==> src/rtl/pm_cfg_pkg.sv <==
package pm_cfg_pkg;
  localparam int DATA_W    = 32;
  localparam int AIDLE_BIT = 0;
  localparam int SRST_BIT  = 1;
  localparam int WKEN_BIT  = 2;
  localparam int IDLE_LSB  = 3;
  localparam int STBY_LSB  = 12;

  typedef enum logic [1:0] {
    MODE_FORCE = 2'd0,
    MODE_NONE  = 2'd1,
    MODE_SMART = 2'd2,
    MODE_RSVD  = 2'd3
  } pm_mode_e;

  typedef struct packed {
    pm_mode_e stby;
    pm_mode_e idle;
    logic     wken;
    logic     srst;
    logic     aidle;
  } pm_cfg_t;

  localparam pm_cfg_t CFG_RST = '{stby: MODE_FORCE, idle: MODE_FORCE,
                                  wken: 1'b0, srst: 1'b0, aidle: 1'b1};

  function automatic logic [DATA_W-1:0] pack_cfg(pm_cfg_t c);
    logic [DATA_W-1:0] w;
    w = '0;
    w[AIDLE_BIT]             = c.aidle;
    w[SRST_BIT]              = c.srst;
    w[WKEN_BIT]              = c.wken;
    w[IDLE_LSB+1:IDLE_LSB]   = c.idle;
    w[STBY_LSB+1:STBY_LSB]   = c.stby;
    return w;
  endfunction
endpackage

==> src/rtl/pm_cfg_regs.sv <==
module pm_cfg_regs
  import pm_cfg_pkg::*;
#(
  parameter int ADDR_W      = 4,
  parameter int CFG_ADDR    = 0,
  parameter int SRST_CYCLES = 8
) (
  input  logic              clk_i,
  input  logic              rst_ni,
  input  logic              wr_i,
  input  logic              rd_i,
  input  logic [ADDR_W-1:0] addr_i,
  input  logic [DATA_W-1:0] wdata_i,
  output logic [DATA_W-1:0] rdata_o,
  output pm_cfg_t           cfg_o,
  output logic              busy_o
);
  localparam int CNT_W = $clog2(SRST_CYCLES + 1);
  localparam logic [CNT_W-1:0] CNT_LOAD = CNT_W'(SRST_CYCLES);

  pm_cfg_t          cfg_q;
  logic [CNT_W-1:0] cnt_q;
  logic             hit, wr_ok;

  assign hit    = (addr_i == ADDR_W'(CFG_ADDR));
  assign busy_o = (cnt_q != '0);
  assign wr_ok  = wr_i && hit && !busy_o;

  logic unused_wdata;
  assign unused_wdata = ^{wdata_i[DATA_W-1:STBY_LSB+2], wdata_i[STBY_LSB-1:IDLE_LSB+2]};

  always_ff @(posedge clk_i or negedge rst_ni) begin
    if (!rst_ni) begin
      cfg_q <= CFG_RST;
      cnt_q <= '0;
    end else if (wr_ok && wdata_i[SRST_BIT]) begin
      cfg_q <= CFG_RST;      // soft reset overrides the written fields
      cnt_q <= CNT_LOAD;
    end else begin
      if (busy_o) cnt_q <= cnt_q - 1'b1;
      if (wr_ok) begin
        cfg_q.aidle <= wdata_i[AIDLE_BIT];
        cfg_q.wken  <= wdata_i[WKEN_BIT];
        cfg_q.idle  <= pm_mode_e'(wdata_i[IDLE_LSB+1:IDLE_LSB]);
        cfg_q.stby  <= pm_mode_e'(wdata_i[STBY_LSB+1:STBY_LSB]);
      end
    end
  end

  always_comb begin
    cfg_o      = cfg_q;
    cfg_o.srst = busy_o;
  end

  always_ff @(posedge clk_i or negedge rst_ni) begin
    if (!rst_ni)          rdata_o <= '0;
    else if (rd_i && hit) rdata_o <= pack_cfg(cfg_o);
    else                  rdata_o <= '0;
  end

  AST_SRST_CNT_RANGE: assert property (@(posedge clk_i) disable iff (!rst_ni)
    cnt_q <= CNT_LOAD);
  AST_SRST_FIELDS_RST: assert property (@(posedge clk_i) disable iff (!rst_ni)
    busy_o |-> (cfg_q == CFG_RST));
  AST_BUSY_WR_IGNORED: assert property (@(posedge clk_i) disable iff (!rst_ni)
    (busy_o && cnt_q != CNT_LOAD) |=> $stable(cfg_q));
endmodule

==> src/rtl/pm_idle_hs.sv <==
module pm_idle_hs
  import pm_cfg_pkg::*;
(
  input  logic     clk_i,
  input  logic     rst_ni,
  input  pm_mode_e mode_i,
  input  logic     wken_i,
  input  logic     req_i,
  input  logic     busy_i,
  input  logic     wake_evt_i,
  output logic     ack_o,
  output logic     wake_o
);
  logic ack_d, wake_d, smart;

  assign smart = (mode_i == MODE_SMART);

  always_comb begin
    unique case (mode_i)
      MODE_FORCE: ack_d = req_i;
      MODE_SMART: ack_d = req_i && (ack_o || !busy_i);  // hold once granted
      default:    ack_d = 1'b0;
    endcase
    wake_d = req_i && smart && wken_i && (wake_o || (ack_o && wake_evt_i));
  end

  always_ff @(posedge clk_i or negedge rst_ni) begin
    if (!rst_ni) begin
      ack_o  <= 1'b0;
      wake_o <= 1'b0;
    end else begin
      ack_o  <= ack_d;
      wake_o <= wake_d;
    end
  end

  AST_ACK_NEVER: assert property (@(posedge clk_i) disable iff (!rst_ni)
    (mode_i == MODE_NONE || mode_i == MODE_RSVD) |=> !ack_o);
  AST_ACK_DROP: assert property (@(posedge clk_i) disable iff (!rst_ni)
    !req_i |=> !ack_o);
  AST_SMART_HOLDOFF: assert property (@(posedge clk_i) disable iff (!rst_ni)
    (smart && !ack_o && busy_i) |=> !ack_o);
  AST_WAKE_DROP: assert property (@(posedge clk_i) disable iff (!rst_ni)
    (!req_i || !wken_i) |=> !wake_o);
endmodule

==> src/rtl/pm_mst_pm.sv <==
module pm_mst_pm
  import pm_cfg_pkg::*;
(
  input  logic     clk_i,
  input  logic     rst_ni,
  input  pm_mode_e mode_i,
  input  logic     mst_busy_i,
  input  logic     aidle_i,
  input  logic     ic_active_i,
  input  logic     srst_busy_i,
  output logic     standby_o,
  output logic     clk_en_o
);
  logic stby_d;

  always_comb begin
    unique case (mode_i)
      MODE_FORCE: stby_d = 1'b1;
      MODE_SMART: stby_d = !mst_busy_i;
      default:    stby_d = 1'b0;
    endcase
  end

  always_ff @(posedge clk_i or negedge rst_ni) begin
    if (!rst_ni) standby_o <= 1'b1;  // reset mode is forced standby
    else         standby_o <= stby_d;
  end

  assign clk_en_o = ic_active_i || !aidle_i || srst_busy_i;

  AST_STBY_NEVER: assert property (@(posedge clk_i) disable iff (!rst_ni)
    (mode_i == MODE_NONE || mode_i == MODE_RSVD) |=> !standby_o);
  AST_STBY_FORCE: assert property (@(posedge clk_i) disable iff (!rst_ni)
    (mode_i == MODE_FORCE) |=> standby_o);
  AST_STBY_SMART_BUSY: assert property (@(posedge clk_i) disable iff (!rst_ni)
    (mode_i == MODE_SMART && mst_busy_i) |=> !standby_o);
endmodule

==> src/rtl/pm_cfg_ctrl.sv <==
module pm_cfg_ctrl
  import pm_cfg_pkg::*;
#(
  parameter int ADDR_W      = 4,
  parameter int CFG_ADDR    = 0,
  parameter int SRST_CYCLES = 8
) (
  input  logic              clk_i,
  input  logic              rst_ni,
  input  logic              reg_wr_i,
  input  logic              reg_rd_i,
  input  logic [ADDR_W-1:0] reg_addr_i,
  input  logic [31:0]       reg_wdata_i,
  output logic [31:0]       reg_rdata_o,
  input  logic              idle_req_i,
  input  logic              slv_busy_i,
  output logic              idle_ack_o,
  input  logic              wake_evt_i,
  output logic              wake_req_o,
  input  logic              mst_busy_i,
  output logic              standby_o,
  input  logic              ic_active_i,
  output logic              clk_en_o,
  output logic              srst_busy_o
);
  pm_cfg_t cfg;

  pm_cfg_regs #(
    .ADDR_W     (ADDR_W),
    .CFG_ADDR   (CFG_ADDR),
    .SRST_CYCLES(SRST_CYCLES)
  ) i_regs (
    .clk_i  (clk_i),
    .rst_ni (rst_ni),
    .wr_i   (reg_wr_i),
    .rd_i   (reg_rd_i),
    .addr_i (reg_addr_i),
    .wdata_i(reg_wdata_i),
    .rdata_o(reg_rdata_o),
    .cfg_o  (cfg),
    .busy_o (srst_busy_o)
  );

  pm_idle_hs i_idle (
    .clk_i     (clk_i),
    .rst_ni    (rst_ni),
    .mode_i    (cfg.idle),
    .wken_i    (cfg.wken),
    .req_i     (idle_req_i),
    .busy_i    (slv_busy_i),
    .wake_evt_i(wake_evt_i),
    .ack_o     (idle_ack_o),
    .wake_o    (wake_req_o)
  );

  pm_mst_pm i_mst (
    .clk_i      (clk_i),
    .rst_ni     (rst_ni),
    .mode_i     (cfg.stby),
    .mst_busy_i (mst_busy_i),
    .aidle_i    (cfg.aidle),
    .ic_active_i(ic_active_i),
    .srst_busy_i(srst_busy_o),
    .standby_o  (standby_o),
    .clk_en_o   (clk_en_o)
  );

  AST_GATE_OFF_IDLE: assert property (@(posedge clk_i) disable iff (!rst_ni)
    (!clk_en_o) |-> (!ic_active_i && !srst_busy_o));
  AST_ACK_NEEDS_REQ: assert property (@(posedge clk_i) disable iff (!rst_ni)
    idle_ack_o |-> $past(idle_req_i));
endmodule

==> config.mk <==
export PLATFORM = sky130hd
export DESIGN_NAME = pm_cfg_ctrl
export DESIGN_NICKNAME = d
export VERILOG_FILES = /design/src/rtl/pm_cfg_pkg.sv /design/src/rtl/pm_cfg_regs.sv /design/src/rtl/pm_idle_hs.sv /design/src/rtl/pm_mst_pm.sv /design/src/rtl/pm_cfg_ctrl.sv
export SDC_FILE = /design/constraint.sdc
export NUM_CORES = 1
export LEC_CHECK = 0
export CAP_MARGIN = 40
export CORE_UTILIZATION = 33
export CTS_BUF_LIST = sky130_fd_sc_hd__clkbuf_4 sky130_fd_sc_hd__clkbuf_8 sky130_fd_sc_hd__clkbuf_16
export DETAILED_ROUTE_END_ITERATION = 6
export PLACE_DENSITY = 0.91
export SKIP_CTS_REPAIR_TIMING = 1
export SLEW_MARGIN = 20
export SYNTH_ARGS = -nofsm -noshare
export SYNTH_HDL_FRONTEND = slang
export SYNTH_SLANG_ARGS = --single-unit
==> constraint.sdc <==
create_clock -name clk_i -period 2.6 [get_ports clk_i]
set_input_delay 0.78 -clock clk_i [delete_from_list [all_inputs] [get_ports clk_i]]
set_output_delay 0.78 -clock clk_i [all_outputs]
set_load 0.005 [all_outputs]
## After elaboration in Yosys (flattened, before gate mapping)

Index checks and enable logic that the tools add are counted.

| word-level totals | value |
|---|---|
| register bits after elaboration | 27 |
| input bits | 45 |
| output and inout port bits | 37 |
| word-level logic and storage cells | 44 |

| operators by class | value |
|---|---|
| eq/ne operators | 2 |
| multiplexer cells | 9 |
| reduce and logical (&&, ||, !) cells | 23 |
| $add $sub $neg | 1 |

Operators by type and width:

| operator | number |
|---|---|
| $mux W14 | 1 |
| $mux W5 | 2 |
| $logic_and A1 B1 Y1 | 9 |
| $mux W4 | 2 |
| $eq A2 B2 Y1 const B | 2 |
| $logic_not A1 Y1 | 4 |
| $logic_not A2 Y1 | 2 |
| $logic_not A4 Y1 | 1 |
| $logic_or A1 B1 Y1 | 4 |
| $pmux W1 S2 | 2 |
| $reduce_bool A2 Y1 | 2 |
| $reduce_bool A4 Y1 | 1 |
| $sub A4 B1 Y4 const B | 1 |
| $mux W1 | 2 |

## Depth between registers and ports, before layout

Gate-level depths: netlist (run 1).

| depth | value |
|---|---|
| depth after elaboration | 5 |
| depth in mapped cells | 5 |
| gate-level depth less buffers | 5 |

## Hierarchy

A second synthesis (run 1) with hierarchy kept.

| unflattened totals | value |
|---|---|
| cell total of the unflattened synthesis | 98 |
| area total of the unflattened synthesis | 1112.3 µm² |

Modules (own cells, without submodules):

| module | area an instance (µm²) | times used | seq. area each (µm²) | cells each |
|---|---|---|---|---|
| pm_cfg_regs | 979.7 | 1 | 426.7 | 87 |
| pm_idle_hs | 92.6 | 1 | 50.0 | 8 |
| pm_mst_pm | 40.0 | 1 | 26.3 | 3 |

## Worst setup path after synthesis (run 1)

Ideal clock, no wire load.

| timing | value |
|---|---|
| path kind | register to output |
| from | register i_regs.cnt_q[0] |
| to | output port clk_en_o |
| path slack | 0.465 ns |
| data required time | 1.820 ns |
| cell stages (with the launch flop) | 6 |
| arrival time | 1.355 ns |
| buffers on the path | 0 |
| cell sequence | dfrtp_1 inv_1 ha_1 nor3b_4 inv_2 or3_1 |

| between the ends | value |
|---|---|
| longest elaborated chain between the ends | 2 |

RTL lines:

| item | line | text |
|---|---|---|
| start: declaration | pm_cfg_regs.sv:22 | `logic [CNT_W-1:0] cnt_q;` |
| start signal: assignment | pm_cfg_regs.sv:40 | `if (busy_o) cnt_q <= cnt_q - 1'b1;` |
| $reduce_bool A4 Y1 | pm_cfg_regs.sv:26 | `assign busy_o = (cnt_q != '0);` |
| net srst_busy_o | pm_cfg_ctrl.sv:24 | `output logic srst_busy_o` |
| $logic_or A1 B1 Y1 | pm_mst_pm.sv:29 | `assign clk_en_o = ic_active_i \|\| !aidle_i \|\| srst_busy_i;` |
| end: declaration | pm_cfg_ctrl.sv:23 | `output logic clk_en_o,` |

The timed path passes the listed nets, and every way through them passes these cells.

## Worst setup path in the final report (run 1)

| timing | value |
|---|---|
| from | register i_regs.cnt_q[0] |
| to | output port clk_en_o |

| between the ends | value |
|---|---|
| longest elaborated chain between the ends | 2 |

RTL lines:

| item | line |
|---|---|
| $reduce_bool A4 Y1 | pm_cfg_regs.sv:26 |
| $logic_or A1 B1 Y1 | pm_mst_pm.sv:29 |

No other way between the ends.

==> results of run 1 <==
-- worst register-to-register path, delay by kind of cell (launching register included) --
family	cells	cell delay, ns
AND/OR/NAND/NOR	2	0.33
adder cells (fa/ha/maj)	1	0.15
multiplexers	1	0.33
flip-flops	1	0.45
buffers and inverters	2	0.29
-- cells by family (layout without fill, tap and decap cells) --
| group | Yosys count | in the layout | synth area share |
|---|---|---|---|
| fa+ha+maj | 1 | 1 | 0.0116 |
| mux | 7 | 7 | 0.0883 |
| other cells | 1 | 25 | 0.00348 |
| buf+inv | 30 | 43 | 0.192 |
| flops | 20 | 20 | 0.467 |
| compound gates | 7 | 7 | 0.0383 |
| simple gates | 29 | 29 | 0.200 |
-- where the power goes --
group | internal (mW) | total [mW] | switching (mW)
Combinational | 0.167 | 0.280 | 0.113
Clock | 0.0540 | 0.139 | 0.0855
Sequential | 0.369 | 0.432 | 0.0635
Total | 0.590 | 0.852 | 0.262
-- layout make-up --
type | instances | share of cell area
sequential | 20 | 0.356
multi-input combinational | 69 | 0.333
timing repair buffer | 35 | 0.243
tap | 44 | 0.0390
clock buffer | 3 | 0.0159
inverter | 5 | 0.0133
-- synth_stat cells (all sizes together) --
cell type,instances,share of area
a21oi,3,0.014
a311oi,1,0.0081
a31oi,1,0.0058
and2,2,0.013
and3,7,0.049
buf,25,0.17
conb,1,0.0035
dfrtp,18,0.42
dfstp,2,0.049
ha,1,0.012
inv,5,0.017
mux2,5,0.070
mux2i,2,0.019
nand2,4,0.014
nand2b,1,0.0058
nand3,1,0.016
nor2,1,0.0035
nor2b,6,0.035
nor3,2,0.0093
nor3b,1,0.017
nor4,2,0.026
o21ai,1,0.0046
o22ai,1,0.0058
or2,1,0.0058
or3,1,0.0058
-- registers in the layout, summed over array words and instances, names as in the netlist --
register and cells:
i_regs.rdata_o 7, i_regs.cnt_q 4, i_regs.cfg_o 6, i_idle.ack_o 1
i_idle.wake_o 1, i_mst.standby_o 1
-- per-stage QoR --
step	setup slack, ns	total power [mW]
after floorplan	0.465	0.599
after global placement	-0.130	0.666
after detailed placement	-0.136	0.678
after CTS	-0.240	0.816
after global routing	-0.0403	0.916
final	0.0549	0.852
-- placed cells by master (no fill, tap or decap), types with 2 or more instances in the layout --
master           Yosys  routed
nand2_1              4       4
dfstp_2              2       2
and3_2               7       7
conb_1               1      25
clkdlybuf4s50_1      0      30
mux2i_1              2       2
buf_4               25       4
nor2b_1              6       6
nor3_1               2       2
dfrtp_1             18      18
mux2_4               5       5
a21oi_1              3       3
clkbuf_4             0       3
inv_1                4       4
-- metal layers --
metal	GRT usage	up-vias	part of all wire
met2	0.177	33	0.51
met1	0.137	329	0.42
li1	-	344	-
met3	0.0153	5	0.044
met4	0.0816	0	0.030
met5	0	-	0
-- worst max-delay path by stage --
stage | endpoint | slack [ns] | cells past startpoint
finish | clk_en_o | 0.05 | 6
global route | clk_en_o | -0.04 | 6
global placement | clk_en_o | -0.13 | 3
floorplan | clk_en_o | 0.46 | 5
detailed placement | clk_en_o | -0.14 | 3
CTS | clk_en_o | -0.24 | 6
==> results by group, run 1 <==
Layout
  – Post-Layout Cell Count: 176
  – Layout Nets: 180
  – Number of fill cells in the layout: 308
  – Multi-input logic area: 470 um2
  – Final Instance Area: 0.00141 mm2
  – Register area: 503 um2
  – Share of cells above drive strength 1: 0.212
  – Layout Area Growth over Synthesis: 31.1%
  – Final core utilization: 0.459
  – N_diodes: 0

Placement
  – Placed Instances: 172
  – Gp weighted congestion: 0.692
  – Port bufs: 31
  – Placement Cell Area: 0.00137 mm2
  – Detailed Place HPWL: 1390 um

Detailed routing
  – DRC viols: 0
  – Wire length per cell: 10.2 um
  – DRT iter0 DRCs: 3
  – Post-DRT Antenna Nets: 0
  – Vias per inst: 4.04
  – WL final: 1800 um
  – DRT Pass-1 Iters: 4
  – Via Count: 711

Critical path
  – Crit. Startpoint: i_regs.cnt_q[0]
  – CP Data Arrival Time: 1.77 ns
  – FF-to-FF Start: i_regs.cnt_q[0]
  – Slowest-stage cell, CP: dfrtp_1
  – Worst reg2reg path depth: 6
  – Peak fanout along the critical path: 5
  – Critical path class: reg2out
  – Reg2reg end: i_regs.cfg_o[4]
  – Crit path buf inv count: 3
  – Setup crit start kind: flip-flop
  – Critical-path cell list: inv_1, ha_4, nor3b_4, inv_2, or3_1, dlymetal6s2s_1
  – Critical path endpoint category: primary output
  – WP data required: 1.82 ns
  – R2R Setup Slk: 0.93 ns
  – Delay-heaviest family, CP: simple AND/OR/NAND/NOR gates
  – Crit path largest cell delay: 0.45 ns

Synthesis
  – Syn_area_per_cell: 11.3 um2
  – Cell Area, Synth: 0.00108 mm2
  – Yosys cell types: 28
  – Yosys warns: 0
  – Sequential area share after synthesis: 0.467
  – Number of synthesized register bits: 20
  – Post-Synthesis Cells: 95

Clocking
  – CTS max path bufs: 2
  – H-tree depth: 1
  – CTS tree: done
  – Root buf cell: clkbuf_4
  – Clk_lat worst skew: 0.30 ns
  – CTS buffer count: 3
  – Clock sink count: 20
  – Clock transition at path regs: 0.10 ns

Floorplanning
  – Die Ht: 59.1 um
  – Die width: 59.1 um
  – Core Area: 0.00308 mm2
  – Die ar.: 0.00350 mm2
  – Io pins: 82
  – # rows: 20
  – Initial cell density of the core: 0.350

Worst hold path
  – Worst hold start: i_regs.cfg_o[5]
  – Worst Hold Path EP: i_mst.standby_o
  – Hold depth: 1
  – Tightest Hold Check Type: reg2reg

STA
  – Fmax: 393 MHz
  – Final Hold Viols: 0
  – Setup TNS: 0 ns
  – Final setup fails: 0
  – Final setup skew: 0.00886 ns
  – Slew Viols, Final: 0
  – Final min period: 2.55 ns
  – Crit share post-route: 0.979
  – Min Hold Slack: 0.440 ns

Power
  – VDD IR-drop max: 0.217 mV
  – Power Density: 603 mW/mm2
  – Pleak: 0.681 nW

GRT
  – Initial antenna violation count: 0
  – Vias in the first global route: 640
  – Remaining global-route overflow: 0
  – First-pass GRT wire length: 2840 um
  – GRT Total Usage: 0.111
  – Largest net degree at the start of global routing: 21

Run
  – MaxCap Viol Count: 0

Outcome
  – Status: finished, final reports clean
Power figures use the tool's default switching activity.
==> inputs of run 2 (changes only) <==
--- a/config.mk
+++ b/config.mk
@@ -15,3 +15,4 @@
 export SYNTH_ARGS = -nofsm -noshare
 export SYNTH_HDL_FRONTEND = slang
 export SYNTH_SLANG_ARGS = --single-unit
+export TNS_END_PERCENT = 30
==> results of run 2 <==
Same layout as run 1: the final DEF is identical, and so are final timing and power.
==> inputs of run 3 (changes only) <==
--- a/config.mk
+++ b/config.mk
@@ -5,9 +5,11 @@
 export SDC_FILE = /design/constraint.sdc
 export NUM_CORES = 1
 export LEC_CHECK = 0
+export ABC_AREA = 1
 export CAP_MARGIN = 40
-export CORE_UTILIZATION = 33
+export CORE_UTILIZATION = 32
 export CTS_BUF_LIST = sky130_fd_sc_hd__clkbuf_4 sky130_fd_sc_hd__clkbuf_8 sky130_fd_sc_hd__clkbuf_16
+export CTS_CLUSTER_SIZE = 20
 export DETAILED_ROUTE_END_ITERATION = 6
 export PLACE_DENSITY = 0.91
 export SKIP_CTS_REPAIR_TIMING = 1
==> results by group, run 3 <==
Outcome
  – Status: finished with violations
  – Failing checks: design-rule violations

Power
  – Pleak: 0.641 nW
  – VDD IR-drop max: 0.184 mV
  – Tot Pwr: 948 uW
  – Power Density: 736 mW/mm2

GRT
  – Vias in the first global route: 617
  – First-pass GRT wire length: 2660 um
  – Largest net degree at the start of global routing: 21
  – Initial antenna violation count: 0
  – Remaining global-route overflow: 0
  – GRT Total Usage: 0.110

STA
  – Slew Viols, Final: 0
  – Crit share post-route: 0.920
  – Final Hold Viols: 0
  – Fmax: 418 MHz
  – Final setup skew: 0.00202 ns
  – RSZ-0062 raised after global routing: false
  – Final min period: 2.39 ns
  – Final setup fails: 0
  – Final WS setup: 0.208 ns

Clocking
  – Clock sink count: 20
  – CTS max path bufs: 2
  – Clk_lat worst skew: 0.30 ns
  – CTS tree: done
  – Root buf cell: clkbuf_4
  – Clock transition at path regs: 0.11 ns
  – CTS buffer count: 3
  – H-tree depth: 1

Synthesis
  – Yosys cell types: 18
  – Post-synth top area share: 0.451
  – Yosys warns: 0
  – Number of synthesized register bits: 20
  – Ys flop type: dfrtp_1
  – Post-Synthesis Cells: 109
  – Cell taking the most area after synthesis: dfrtp_1
  – Number of synthesized flops with an enable pin: 0
  – Synth area leaders: dfrtp_1, buf_4, nand3_1
  – Top cells by count, synth: buf_4, dfrtp_1, inv_1, nand3_1, nor2_1
  – Asr flop ratio synth: 1.00
  – Cell Area, Synth: 1000 um2
  – Syn_area_per_cell: 9.17 um2
  – Count leader, synth: buf_4
  – Sequential area share after synthesis: 0.503

Detailed routing
  – DRT Pass-1 Iters: 6
  – Vias per inst: 4.12
  – Post-DRT Antenna Nets: 0
  – WL final: 1660 um
  – Wire length per cell: 9.52 um
  – Via Count: 717
  – DRC viols: 3
  – DRT iter0 DRCs: 10

Layout
  – Multi-input logic area: 345 um2
  – Number of fill cells in the layout: 266
  – N_diodes: 0
  – Layout Nets: 190
  – Most common cell after layout, fill and taps aside: clkdlybuf4s50_1
  – Register area: 503 um2
  – Share of cells above drive strength 1: 0.0839
  – Final Instance Area: 0.00129 mm2
  – Max reg flops: 7
  – Layout Area Growth over Synthesis: 28.9%
  – Post-Layout Cell Count: 174
  – Most frequent cells in the layout: clkdlybuf4s50_1, conb_1, dfrtp_1
  – Most flops, register: i_regs.rdata_o

Placement
  – Placement Cell Area: 0.00125 mm2
  – Detailed Place HPWL: 1350 um
  – Placed Instances: 170
  – Dpl ws: -0.00730 ns
  – Gp weighted congestion: 0.823
  – Port bufs: 31

Floorplanning
  – Die Ht: 57.9 um
  – Initial cell density of the core: 0.350
  – Die ar.: 0.00335 mm2
  – Die width: 57.9 um
  – Core Area: 0.00285 mm2
  – # rows: 19
  – Io pins: 82

Critical path
  – WP data required: 1.82 ns
  – Delay-heaviest family, CP: buffers and inverters
  – Setup crit start kind: flip-flop
  – Slowest-stage cell, CP: clkdlybuf4s50_1
  – Critical-path cell list: inv_1, ha_2, nand2_1, clkdlybuf4s50_1
  – Crit path buf inv count: 2
  – CP Data Arrival Time: 1.61 ns
  – Peak fanout along the critical path: 4
  – Crit path largest cell delay: 0.53 ns
  – Critical path class: reg2out
  – Critical path endpoint category: primary output

Worst hold path
  – Tightest Hold Check Type: reg2reg

Run
  – MaxCap Viol Count: 0
==> run 3: cell types whose count changed in the layout (fill, tap and decap cells not counted), sizes merged, moves of 3 or more <==
cell   before  now
nand3       1   13
nor2        1   13
and3        7    0
inv         5   12
o21ai       1    8
nand2       4   10
nor2b       6    0
mux2        5    0
buf         4    1
==> run 3: path summary, 6_finish.rpt <==
check | start | to | slack, ns | depth (start not counted)
hold reg to reg | i_regs.cfg_o[5] | i_mst.standby_o | 0.39 | 1
max in group asynchronous | rst_ni | i_mst.standby_o | 1.54 | 2
hold / removal | i_regs.cfg_o[5] | i_mst.standby_o | 0.39 | 1
setup / recovery | i_regs.cnt_q[0] | srst_busy_o | 0.21 | 4
min in group asynchronous | rst_ni | i_regs.rdata_o[0] | 0.80 | 2
setup reg to reg | i_regs.cnt_q[0] | i_regs.cnt_q[0] | 1.21 | 7
==> run 3: metal layers <==
metal  vias up  routed length (um)  track usage
met3         6                  75       0.0223
met4         0                  65       0.0986
met2        27                 827        0.177
li1        359                   -            -
met1       325                 688        0.123
met5         -                   0            0
==> run 3: logic make-up after synthesis <==
family                   after synthesis  synth area share
AO/OA/AOI/OAI                         10            0.0501
XOR/XNOR                               1           0.00876
adder cells (fa/ha/maj)                1            0.0125
buffers and inverters                 38             0.244
flip-flops                            20             0.503
other                                  1           0.00375
AND/OR/NAND/NOR                       38             0.178
==> run 3: report_power, final <==
| group | total, mW | switching [mW] | internal [mW] |
|---|---|---|---|
| Sequential | 0.449 | 0.0412 | 0.408 |
| Clock | 0.176 | 0.0903 | 0.0854 |
| Combinational | 0.324 | 0.174 | 0.150 |
| Total | 0.948 | 0.306 | 0.643 |
==> run 3: stage by stage <==
stage,hold WS [ns],setup TNS (ns),utilization
after global placement,0.373,-0.00976,0.437
after floorplan,0.365,0,-
after detailed placement,0.379,-0.00730,0.437
final,0.392,0,0.452
after CTS,0.396,-0.00753,0.450
after global routing,0.420,0,0.452
==> run 3: worst register-to-register path, cell delays in order, from the launching register on <==
cell	delay, ns
dfrtp_1	0.39
inv_1	0.10
ha_2	0.22
nand3_2	0.10
nor2_4	0.22
nand2_1	0.13
nand3_1	0.09
nand2_1	0.05
==> run 3: cell type report <==
class                           count  share of cell area
Multi-Input combinational cell     75               0.268
Sequential cell                    20               0.390
Inverter                           12              0.0350
Clock buffer                        4              0.0282
Tap cell                           31              0.0301
Timing Repair Buffer               32               0.249
